`config.mk`:
```
export PLATFORM = sky130hd
export DESIGN_NAME = mc_ctrl_fsm
export DESIGN_NICKNAME = d
export VERILOG_FILES = /design/src/rtl/mcc_pkg.sv /design/src/rtl/mcc_opdec.sv /design/src/rtl/mcc_next.sv /design/src/rtl/mcc_outdec.sv /design/src/rtl/mc_ctrl_fsm.sv
export SDC_FILE = /design/constraint.sdc
export NUM_CORES = 1
export LEC_CHECK = 0
export ABC_AREA = 1
export BUFFER_PORTS_ARGS = -buffer_cell sky130_fd_sc_hd__buf_2
export CAP_MARGIN = 20
export CELL_PAD_IN_SITES_DETAIL_PLACEMENT = 2
export CELL_PAD_IN_SITES_GLOBAL_PLACEMENT = 2
export CORE_MARGIN = 1
export CORE_UTILIZATION = 20
export CTS_BUF_LIST = sky130_fd_sc_hd__clkbuf_2
export DETAILED_ROUTE_END_ITERATION = 16
export PLACE_DENSITY = 0.91
export SETUP_SLACK_MARGIN = 0.3
export SLEW_MARGIN = 0
export SYNTH_ARGS = -nofsm -noshare
export SYNTH_HDL_FRONTEND = slang
export SYNTH_SLANG_ARGS = --single-unit
```
`constraint.sdc`:
```
create_clock -name clk -period 1.8 [get_ports clk]
set_clock_uncertainty 0.2 [all_clocks]
set_input_delay 0 -clock clk [delete_from_list [all_inputs] [get_ports clk]]
set_output_delay 0 -clock clk [all_outputs]
set_load 0.1 [all_outputs]
```
`src/rtl/mcc_pkg.sv`:
```
package mcc_pkg;

   localparam int ST_W = 4;

   typedef enum logic [ST_W-1:0] {
      S_FETCH  = 4'd0,
      S_DECODE = 4'd1,
      S_ADDR   = 4'd2,
      S_LDMEM  = 4'd3,
      S_LDWB   = 4'd4,
      S_STMEM  = 4'd5,
      S_REXEC  = 4'd6,
      S_RWB    = 4'd7,
      S_BEQ    = 4'd8,
      S_JMP    = 4'd9,
      S_IWB    = 4'd10,
      S_BNE    = 4'd11,
      S_XOVF   = 4'd12,
      S_XUND   = 4'd13,
      S_XRET   = 4'd14
   } st_e;

   typedef enum logic [3:0] {
      C_RTYPE, C_LOAD, C_STORE, C_ADDI, C_BEQ, C_BNE, C_JMP, C_RFE, C_UNDEF
   } opclass_e;

   localparam logic [2:0] PCS_ALU    = 3'b000;
   localparam logic [2:0] PCS_ALUOUT = 3'b001;
   localparam logic [2:0] PCS_JUMP   = 3'b010;
   localparam logic [2:0] PCS_VEC    = 3'b011;
   localparam logic [2:0] PCS_EPC    = 3'b100;

   localparam logic [1:0] BSEL_REG  = 2'b00;
   localparam logic [1:0] BSEL_FOUR = 2'b01;
   localparam logic [1:0] BSEL_IMM  = 2'b10;
   localparam logic [1:0] BSEL_OFS  = 2'b11;

   localparam logic [1:0] AOP_ADD  = 2'b00;
   localparam logic [1:0] AOP_SUB  = 2'b01;
   localparam logic [1:0] AOP_FUNC = 2'b10;

   typedef struct packed {
      logic       pc_wr;
      logic       pc_wr_cond;
      logic       mem_rd;
      logic       mem_wr;
      logic       ir_wr;
      logic       reg_wr;
      logic       cause_wr;
      logic       epc_wr;
      logic       addr_sel;
      logic       alu_a_sel;
      logic [1:0] alu_b_sel;
      logic [1:0] alu_op;
      logic [2:0] pc_sel;
      logic       wb_dst_sel;
      logic       wb_data_sel;
      logic       br_ne;
      logic       cause_code;
   } ctrl_t;

endpackage

```
`src/rtl/mcc_opdec.sv`:
```
module mcc_opdec
   import mcc_pkg::*;
#(
   parameter int          OP_W      = 6,
   parameter int          FN_W      = 6,
   parameter logic [5:0]  OP_RTYPE  = 6'h00,
   parameter logic [5:0]  OP_JMP    = 6'h02,
   parameter logic [5:0]  OP_BEQ    = 6'h04,
   parameter logic [5:0]  OP_BNE    = 6'h05,
   parameter logic [5:0]  OP_ADDI   = 6'h08,
   parameter logic [5:0]  OP_LOAD   = 6'h23,
   parameter logic [5:0]  OP_STORE  = 6'h2B,
   parameter logic [5:0]  OP_RFE    = 6'h10,
   parameter logic [5:0]  FN_RFE    = 6'h10
) (
   input  logic [OP_W-1:0] opcode,
   input  logic [FN_W-1:0] funct,
   output opclass_e        opclass
);

   localparam logic [OP_W-1:0] K_RTYPE = OP_W'(OP_RTYPE);
   localparam logic [OP_W-1:0] K_JMP   = OP_W'(OP_JMP);
   localparam logic [OP_W-1:0] K_BEQ   = OP_W'(OP_BEQ);
   localparam logic [OP_W-1:0] K_BNE   = OP_W'(OP_BNE);
   localparam logic [OP_W-1:0] K_ADDI  = OP_W'(OP_ADDI);
   localparam logic [OP_W-1:0] K_LOAD  = OP_W'(OP_LOAD);
   localparam logic [OP_W-1:0] K_STORE = OP_W'(OP_STORE);
   localparam logic [OP_W-1:0] K_RFE   = OP_W'(OP_RFE);
   localparam logic [FN_W-1:0] K_FNRFE = FN_W'(FN_RFE);

   logic rfe_fn_hit;
   assign rfe_fn_hit = (funct == K_FNRFE);

   always_comb begin
      opclass = C_UNDEF;
      if (opcode == K_RTYPE)      opclass = C_RTYPE;
      else if (opcode == K_LOAD)  opclass = C_LOAD;
      else if (opcode == K_STORE) opclass = C_STORE;
      else if (opcode == K_ADDI)  opclass = C_ADDI;
      else if (opcode == K_BEQ)   opclass = C_BEQ;
      else if (opcode == K_BNE)   opclass = C_BNE;
      else if (opcode == K_JMP)   opclass = C_JMP;
      else if (opcode == K_RFE && rfe_fn_hit) opclass = C_RFE;
   end

endmodule

```
`src/rtl/mcc_next.sv`:
```
module mcc_next
   import mcc_pkg::*;
(
   input  st_e      cur,
   input  opclass_e opclass,
   input  logic     alu_ovf,
   output st_e      nxt
);

   always_comb begin
      nxt = S_FETCH;
      unique case (cur)
         S_FETCH:  nxt = S_DECODE;
         S_DECODE: begin
            unique case (opclass)
               C_RTYPE: nxt = S_REXEC;
               C_LOAD,
               C_STORE,
               C_ADDI:  nxt = S_ADDR;
               C_BEQ:   nxt = S_BEQ;
               C_BNE:   nxt = S_BNE;
               C_JMP:   nxt = S_JMP;
               C_RFE:   nxt = S_XRET;
               default: nxt = S_XUND;
            endcase
         end
         S_ADDR: begin
            if (opclass == C_LOAD)       nxt = S_LDMEM;
            else if (opclass == C_STORE) nxt = S_STMEM;
            else                         nxt = S_IWB;
         end
         S_LDMEM:  nxt = S_LDWB;
         S_REXEC:  nxt = alu_ovf ? S_XOVF : S_RWB;
         default:  nxt = S_FETCH;
      endcase
   end

endmodule

```
`src/rtl/mcc_outdec.sv`:
```
module mcc_outdec
   import mcc_pkg::*;
(
   input  st_e   cur,
   output ctrl_t ctl
);

   always_comb begin
      ctl = '0;
      unique case (cur)
         S_FETCH: begin
            ctl.mem_rd    = 1'b1;
            ctl.ir_wr     = 1'b1;
            ctl.pc_wr     = 1'b1;
            ctl.alu_b_sel = BSEL_FOUR;
            ctl.alu_op    = AOP_ADD;
            ctl.pc_sel    = PCS_ALU;
         end
         S_DECODE: begin
            ctl.alu_b_sel = BSEL_OFS;
            ctl.alu_op    = AOP_ADD;
         end
         S_ADDR: begin
            ctl.alu_a_sel = 1'b1;
            ctl.alu_b_sel = BSEL_IMM;
            ctl.alu_op    = AOP_ADD;
         end
         S_LDMEM: begin
            ctl.mem_rd   = 1'b1;
            ctl.addr_sel = 1'b1;
         end
         S_LDWB: begin
            ctl.reg_wr      = 1'b1;
            ctl.wb_data_sel = 1'b1;
         end
         S_STMEM: begin
            ctl.mem_wr   = 1'b1;
            ctl.addr_sel = 1'b1;
         end
         S_REXEC: begin
            ctl.alu_a_sel = 1'b1;
            ctl.alu_b_sel = BSEL_REG;
            ctl.alu_op    = AOP_FUNC;
         end
         S_RWB: begin
            ctl.reg_wr     = 1'b1;
            ctl.wb_dst_sel = 1'b1;
         end
         S_BEQ, S_BNE: begin
            ctl.alu_a_sel  = 1'b1;
            ctl.alu_b_sel  = BSEL_REG;
            ctl.alu_op     = AOP_SUB;
            ctl.pc_wr_cond = 1'b1;
            ctl.pc_sel     = PCS_ALUOUT;
            ctl.br_ne      = (cur == S_BNE);
         end
         S_JMP: begin
            ctl.pc_wr  = 1'b1;
            ctl.pc_sel = PCS_JUMP;
         end
         S_IWB: begin
            ctl.reg_wr = 1'b1;
         end
         S_XOVF, S_XUND: begin
            ctl.alu_b_sel  = BSEL_FOUR;
            ctl.alu_op     = AOP_SUB;
            ctl.cause_wr   = 1'b1;
            ctl.epc_wr     = 1'b1;
            ctl.pc_wr      = 1'b1;
            ctl.pc_sel     = PCS_VEC;
            ctl.cause_code = (cur == S_XOVF);
         end
         S_XRET: begin
            ctl.pc_wr  = 1'b1;
            ctl.pc_sel = PCS_EPC;
         end
         default: ctl = '0;
      endcase
   end

endmodule

```
`src/rtl/mc_ctrl_fsm.sv`:
```
module mc_ctrl_fsm
   import mcc_pkg::*;
#(
   parameter int OP_W = 6,
   parameter int FN_W = 6
) (
   input  logic            clk,
   input  logic            rst,
   input  logic [OP_W-1:0] opcode,
   input  logic [FN_W-1:0] funct,
   input  logic            alu_ovf,
   output logic            pc_wr,
   output logic            pc_wr_cond,
   output logic            mem_rd,
   output logic            mem_wr,
   output logic            ir_wr,
   output logic            reg_wr,
   output logic            cause_wr,
   output logic            epc_wr,
   output logic            addr_sel,
   output logic            alu_a_sel,
   output logic [1:0]      alu_b_sel,
   output logic [1:0]      alu_op,
   output logic [2:0]      pc_sel,
   output logic            wb_dst_sel,
   output logic            wb_data_sel,
   output logic            br_ne,
   output logic            cause_code,
   output logic [ST_W-1:0] state_o
);

   generate
      if (OP_W != 6) begin : g_bad_op_w
         $error("mc_ctrl_fsm: OP_W must be 6");
      end
      if (FN_W != 6) begin : g_bad_fn_w
         $error("mc_ctrl_fsm: FN_W must be 6");
      end
   endgenerate

   st_e      cur_q, nxt;
   opclass_e opclass;
   ctrl_t    ctl;

   mcc_opdec #(.OP_W(OP_W), .FN_W(FN_W)) u_opdec (
      .opcode  (opcode),
      .funct   (funct),
      .opclass (opclass)
   );

   mcc_next u_next (
      .cur     (cur_q),
      .opclass (opclass),
      .alu_ovf (alu_ovf),
      .nxt     (nxt)
   );

   mcc_outdec u_outdec (
      .cur (cur_q),
      .ctl (ctl)
   );

   always_ff @(posedge clk) begin
      if (rst) cur_q <= S_FETCH;
      else     cur_q <= nxt;
   end

   assign pc_wr       = ctl.pc_wr;
   assign pc_wr_cond  = ctl.pc_wr_cond;
   assign mem_rd      = ctl.mem_rd;
   assign mem_wr      = ctl.mem_wr;
   assign ir_wr       = ctl.ir_wr;
   assign reg_wr      = ctl.reg_wr;
   assign cause_wr    = ctl.cause_wr;
   assign epc_wr      = ctl.epc_wr;
   assign addr_sel    = ctl.addr_sel;
   assign alu_a_sel   = ctl.alu_a_sel;
   assign alu_b_sel   = ctl.alu_b_sel;
   assign alu_op      = ctl.alu_op;
   assign pc_sel      = ctl.pc_sel;
   assign wb_dst_sel  = ctl.wb_dst_sel;
   assign wb_data_sel = ctl.wb_data_sel;
   assign br_ne       = ctl.br_ne;
   assign cause_code  = ctl.cause_code;
   assign state_o     = cur_q;

endmodule

```
# == Yosys cells after proc, flatten, opt, wreduce, memory -nomap -nowiden ==
# Memory sizes are Yosys's and may differ from the RTL's.
# Cells that the tools add are included.
# totals
memories,1
romBits,32
latchBits,0
ram_bits,0
inputBits,15
regBits,4
# op_classes
div_mod_pow,0
mul,0
magnitude_cmp,0
shift,0
bitwise,0
eq_ne,24
muxes,28
n_reduce_logical,10
addsub,0
# mem_list
name,depth,width,rd,rd_ports_with_merged_regs,write_ports,line,source
(no name shown),8,4,1,0,0,mcc_next.sv:15,unique case (opclass)
# op_table
cell,n
$mux 4,12
$eq 4x4->1 const B,7
$pmux 4 s6,1
$pmux 4 s5,1
$eq 4x3->1 const B,4
$eq 4x2->1 const B,3
$eq 6x3->1 const B,2
$eq 6x5->1 const B,2
$eq 6x6->1 const B,2
$mux 1,12
$pmux 3 s4,1
$eq 4x1->1 const B,2
$reduce_or 2->1,4
$eq 6x2->1 const B,1
$eq 6x4->1 const B,1
$logic_not 6->1,1
$reduce_or 5->1,1
$logic_not 4->1,1
$reduce_or 4->1,1
$reduce_or 3->1,1
$mux 2,1
$logic_and 1x1->1,1

# == Depth between registers and ports, before layout ==
# logic_depth
word_depth,14
depth_mapped,14
ltp_nobuf,14

# == Cells and area by module ==
# A second synthesis with hierarchy kept.
# unflattened
hier_cells,152
area_unflattened_um2,767.0
# modules_own_cells
mod,instances,cells_each,seq_area_each_um2,area_per_inst_um2
mcc_next,1,53,0.0,267.8
mcc_outdec,1,51,0.0,201.4
mcc_opdec,1,36,0.0,187.7
mc_ctrl_fsm,1,12,80.1,110.1

# == Least setup slack after synthesis ==
# OpenSTA, ideal clock, no wires.
# synth_timing
path_type,flip-flop to output port
startpoint,register cur_q[2] (netlist: state_o[2])
endpoint,output alu_b_sel[0]
path_buffers,0
arrival_ps,3650
path_slack_ps,-2050
stages_incl_launch_ff,5
t_required_ps,1600
path_cell_list,dfxtp_1 > nand2_1 > nor2_1 > inv_1 > nand3_1
# synth_between
elab_chain_len,3
# synth_rtl
item,line,source
from (decl),mc_ctrl_fsm.sv:41,"st_e cur_q, nxt;"
from (signal assigned),mc_ctrl_fsm.sv:65,else cur_q <= nxt;
$eq 4x4->1,mcc_outdec.sv:10,unique case (cur)
$reduce_or 2->1,mcc_outdec.sv:10,
$pmux 4 s6 *,mcc_outdec.sv:10,
to (decl),mc_ctrl_fsm.sv:22,"output logic [1:0] alu_b_sel,"
# Mark *: on every way between the ends. The rest lies on a longest branch, timed or not.

# == Final worst setup path ==
# layout_timing
startpoint,register cur_q[1] (netlist: state_o[1])
endpoint,output pc_wr
# layout_between
elab_chain_len,3
# layout_rtl
item,line,source
$eq 4x4->1 or $logic_not 4->1 (tied branches),mcc_outdec.sv:10,
$reduce_or 5->1 (no line) *,-,
$mux 1 *,mcc_outdec.sv:10,
to (decl),mc_ctrl_fsm.sv:12,"output logic pc_wr,"
# Marks and branches as above.

==> flow_summary.ini <==
[logic_synthesis]
yosys.area.top_type = nand2_1
avgSynthCellArea_um2 = 5.44
synth_area_leaders = nand2_1, dfxtp_1, nor2_1, inv_1, nor2_2
ys_seq_area_share_pct = 11.3
ys_types = 22
syn-num-nets = 149
syn_inst = 130
synth_top_cell_area_share_pct = 14.3
ys_ff_latch = 4
ys_warn_count = 0
syn_area_um2 = 707

[power]
p_total_mw = 1.56
powerDensity_mw_per_mm2 = 1050
irDropWorstVdd_uv = 325
p_leak_nw = 0.752

[clocking]
h-tree-depth = 1
clk_pin_slew_ns = 0.06
clockBufferDepth = 2
cts_tree = done
cts_buffers = 3
clock_latency_ns = 0.23
clockRootBuffer = clkbuf_2
clkSinkCount = 4

[floorplanning]
start_util_pct = 21.0
core-area_mm2 = 0.00336
die_h_um = 61.5
rows = 21
die_x_um = 61.5
ios = 40
dieArea_mm2 = 0.00378

[layout]
area_growth_pct = 110
largest_reg_flops = 4
nNetsFinal = 206
instances_no_fill = 231
drive_above_1_share_pct = 63.2
diodes = 0

[detailed_routing]
drt-total-wl_mm = 3.91
antenna_left = 0
wl_per_cell_um = 16.9
avgViaCountPerCell = 4.66
drc = 0
dr.pass1.iters = 7
detailroute.via_count = 1076
drt_iter0_markers = 26

[setup_path]
cp_max_fo = 5
end_kind = output pin
path_buf_inv = 3
path_delay_family = flip-flops
slowest_delay_ns = 0.38
crit_chain = nor2_4 > inv_2 > nor2_4 > inv_2 > o211ai_1 > buf_12
r2r_slack_ns = 0.25
cp_slowest_cell = dfxtp_4
worstPathRequired_ns = 1.60
crit_arrival_ns = 1.43
crit_path_start_kind = flop
path_class = flop to output pin

[sta]
tightest_slew_ns = 0.505
setup_tns_ns = 0
finalHoldViolCount = 0
rsz0062_at_grt = yes
period_needed_ns = 1.63
fmax_mhz = 612
slew_headroom_pct = 66.6
setup_viol = 0
fin_ws_ns = 0.167
fin_crit_sh_pct = 90.7
maxSlewViolCount = 0

[run_status]
status = finished clean

[global_route]
grt_pass1_wl_mm = 5.60
grt_max_degree = 7
track_usage_pct = 21.0
antenna_found_initial = 0
grt_pass1_vias = 1150
gr-total-overflow = 0

[min_path]
hold_path.class = input pin to flop

[place]
io_buffers = 39
dp.cells = 215
dp_hpwl_mm = 2.64
place_ws_ns = 0.000273
gp_congestion = 0.752

[flow_run]
maxCapViolations = 0
-- logic make-up (layout without fill, tap and decap cells) --
kind of cell | after synthesis | after routing | share of synthesized area [%]
DFF | 4 | 4 | 11.3
adders and majority gates | 4 | 4 | 7.08
AOI/OAI and AO/OA | 10 | 10 | 8.14
and+or+nand+nor | 81 | 81 | 56.5
buffers and inverters | 31 | 86 | 17.0
-- through the flow --
stage	util, %	cell area, um^2	hold WS, ns
final	44.2	1490	0.297
after global routing	44.2	1490	0.322
after CTS	41.2	1390	0.287
after detailed placement	35.4	1190	-0.00342
after global placement	35.4	1190	-0.0166
after floorplan	-	845	-0.141
-- worst min-delay path: stages --
cell	delay (ns)
dlygate4sd3_1	0.52
buf_2	0.12
nor2_1	0.05
-- layout make-up --
| cell class | count | area, um^2 |
|---|---|---|
| Clock buffer | 3 | 15.0 |
| Fill cell | 415 | 1880 |
| Inverter | 30 | 123 |
| Multi-Input combinational cell | 95 | 678 |
| Sequential cell | 4 | 95.1 |
| Tap cell | 46 | 57.6 |
| Timing Repair Buffer | 53 | 517 |
-- Yosys cell counts --
cell type  instances
nor2_4             2
nand4_1            2
inv_2              9
o21ai_1            1
nand2_1           27
nand2_2            4
nand3b_1           1
nor3_1             1
nand2_4            1
inv_1             20
nand3_2            2
o211ai_1           2
o21ai_0            1
nand3_1            8
o22ai_1            2
a21oi_1            4
dfxtp_1            4
nor2_1            21
ha_1               4
clkinv_1           1
nor2_2            12
buf_4              1
-- routing by layer --
layer,global-route usage [%],vias to the layer above,share of wire [%]
met1,19.9,515,32
met5,0,-,0
met3,2.94,14,4.2
li1,-,507,-
met2,44.6,40,60
met4,7.30,0,3.1
-- power breakdown --
| part | switching [mW] | internal, mW | total, mW | leakage (nW) |
|---|---|---|---|---|
| Clock | 0.0470 | 0.0450 | 0.0920 | 0.0125 |
| Sequential | 0.0328 | 0.107 | 0.139 | 0.0356 |
| Combinational | 0.948 | 0.377 | 1.33 | 0.704 |
-- path summary, 6_finish.rpt --
path	start	to	cells after the start
worst min register to register	state_o[3]$_SDFF_PP0_	state_o[3]$_SDFF_PP0_	5
worst max register to register	state_o[0]$_SDFF_PP0_	state_o[0]$_SDFF_PP0_	10
worst max-delay path	state_o[1]$_SDFF_PP0_	pc_wr	6
worst min-delay path	rst	state_o[2]$_SDFF_PP0_	3
-- timing repair --
item	CTS	global route
buffers inserted	8	3
pin swaps	7	4
setup endpoints to repair	22	25
endpoints found under the hold margin	4	0
resized for setup	35	24
hold buffers	2	0
-- cell usage in the layout (no fill, tap or decap) --
cell / count
nand2_4: 5
buf_12: 10
a21oi_1: 3
clkbuf_2: 3
nand3b_1: 1
nor2_4: 12
buf_2: 18
buf_4: 14
dfxtp_4: 4
nand3_1: 7
nand2_2: 4
nor3_2: 1
clkinv_1: 1
ha_2: 2
nand2_1: 22
o211ai_1: 2
inv_1: 14
nand4_1: 2
nand2_8: 1
o21ai_1: 1
nor2_1: 11
dlygate4sd3_1: 2
o22ai_4: 1
o22ai_2: 1
o21ai_4: 1
ha_1: 2
buf_6: 9
nor2_2: 12
a21oi_2: 1
nand3_2: 3
inv_4: 4
inv_2: 11
No activity file was read; power rests on OpenSTA's default activity.
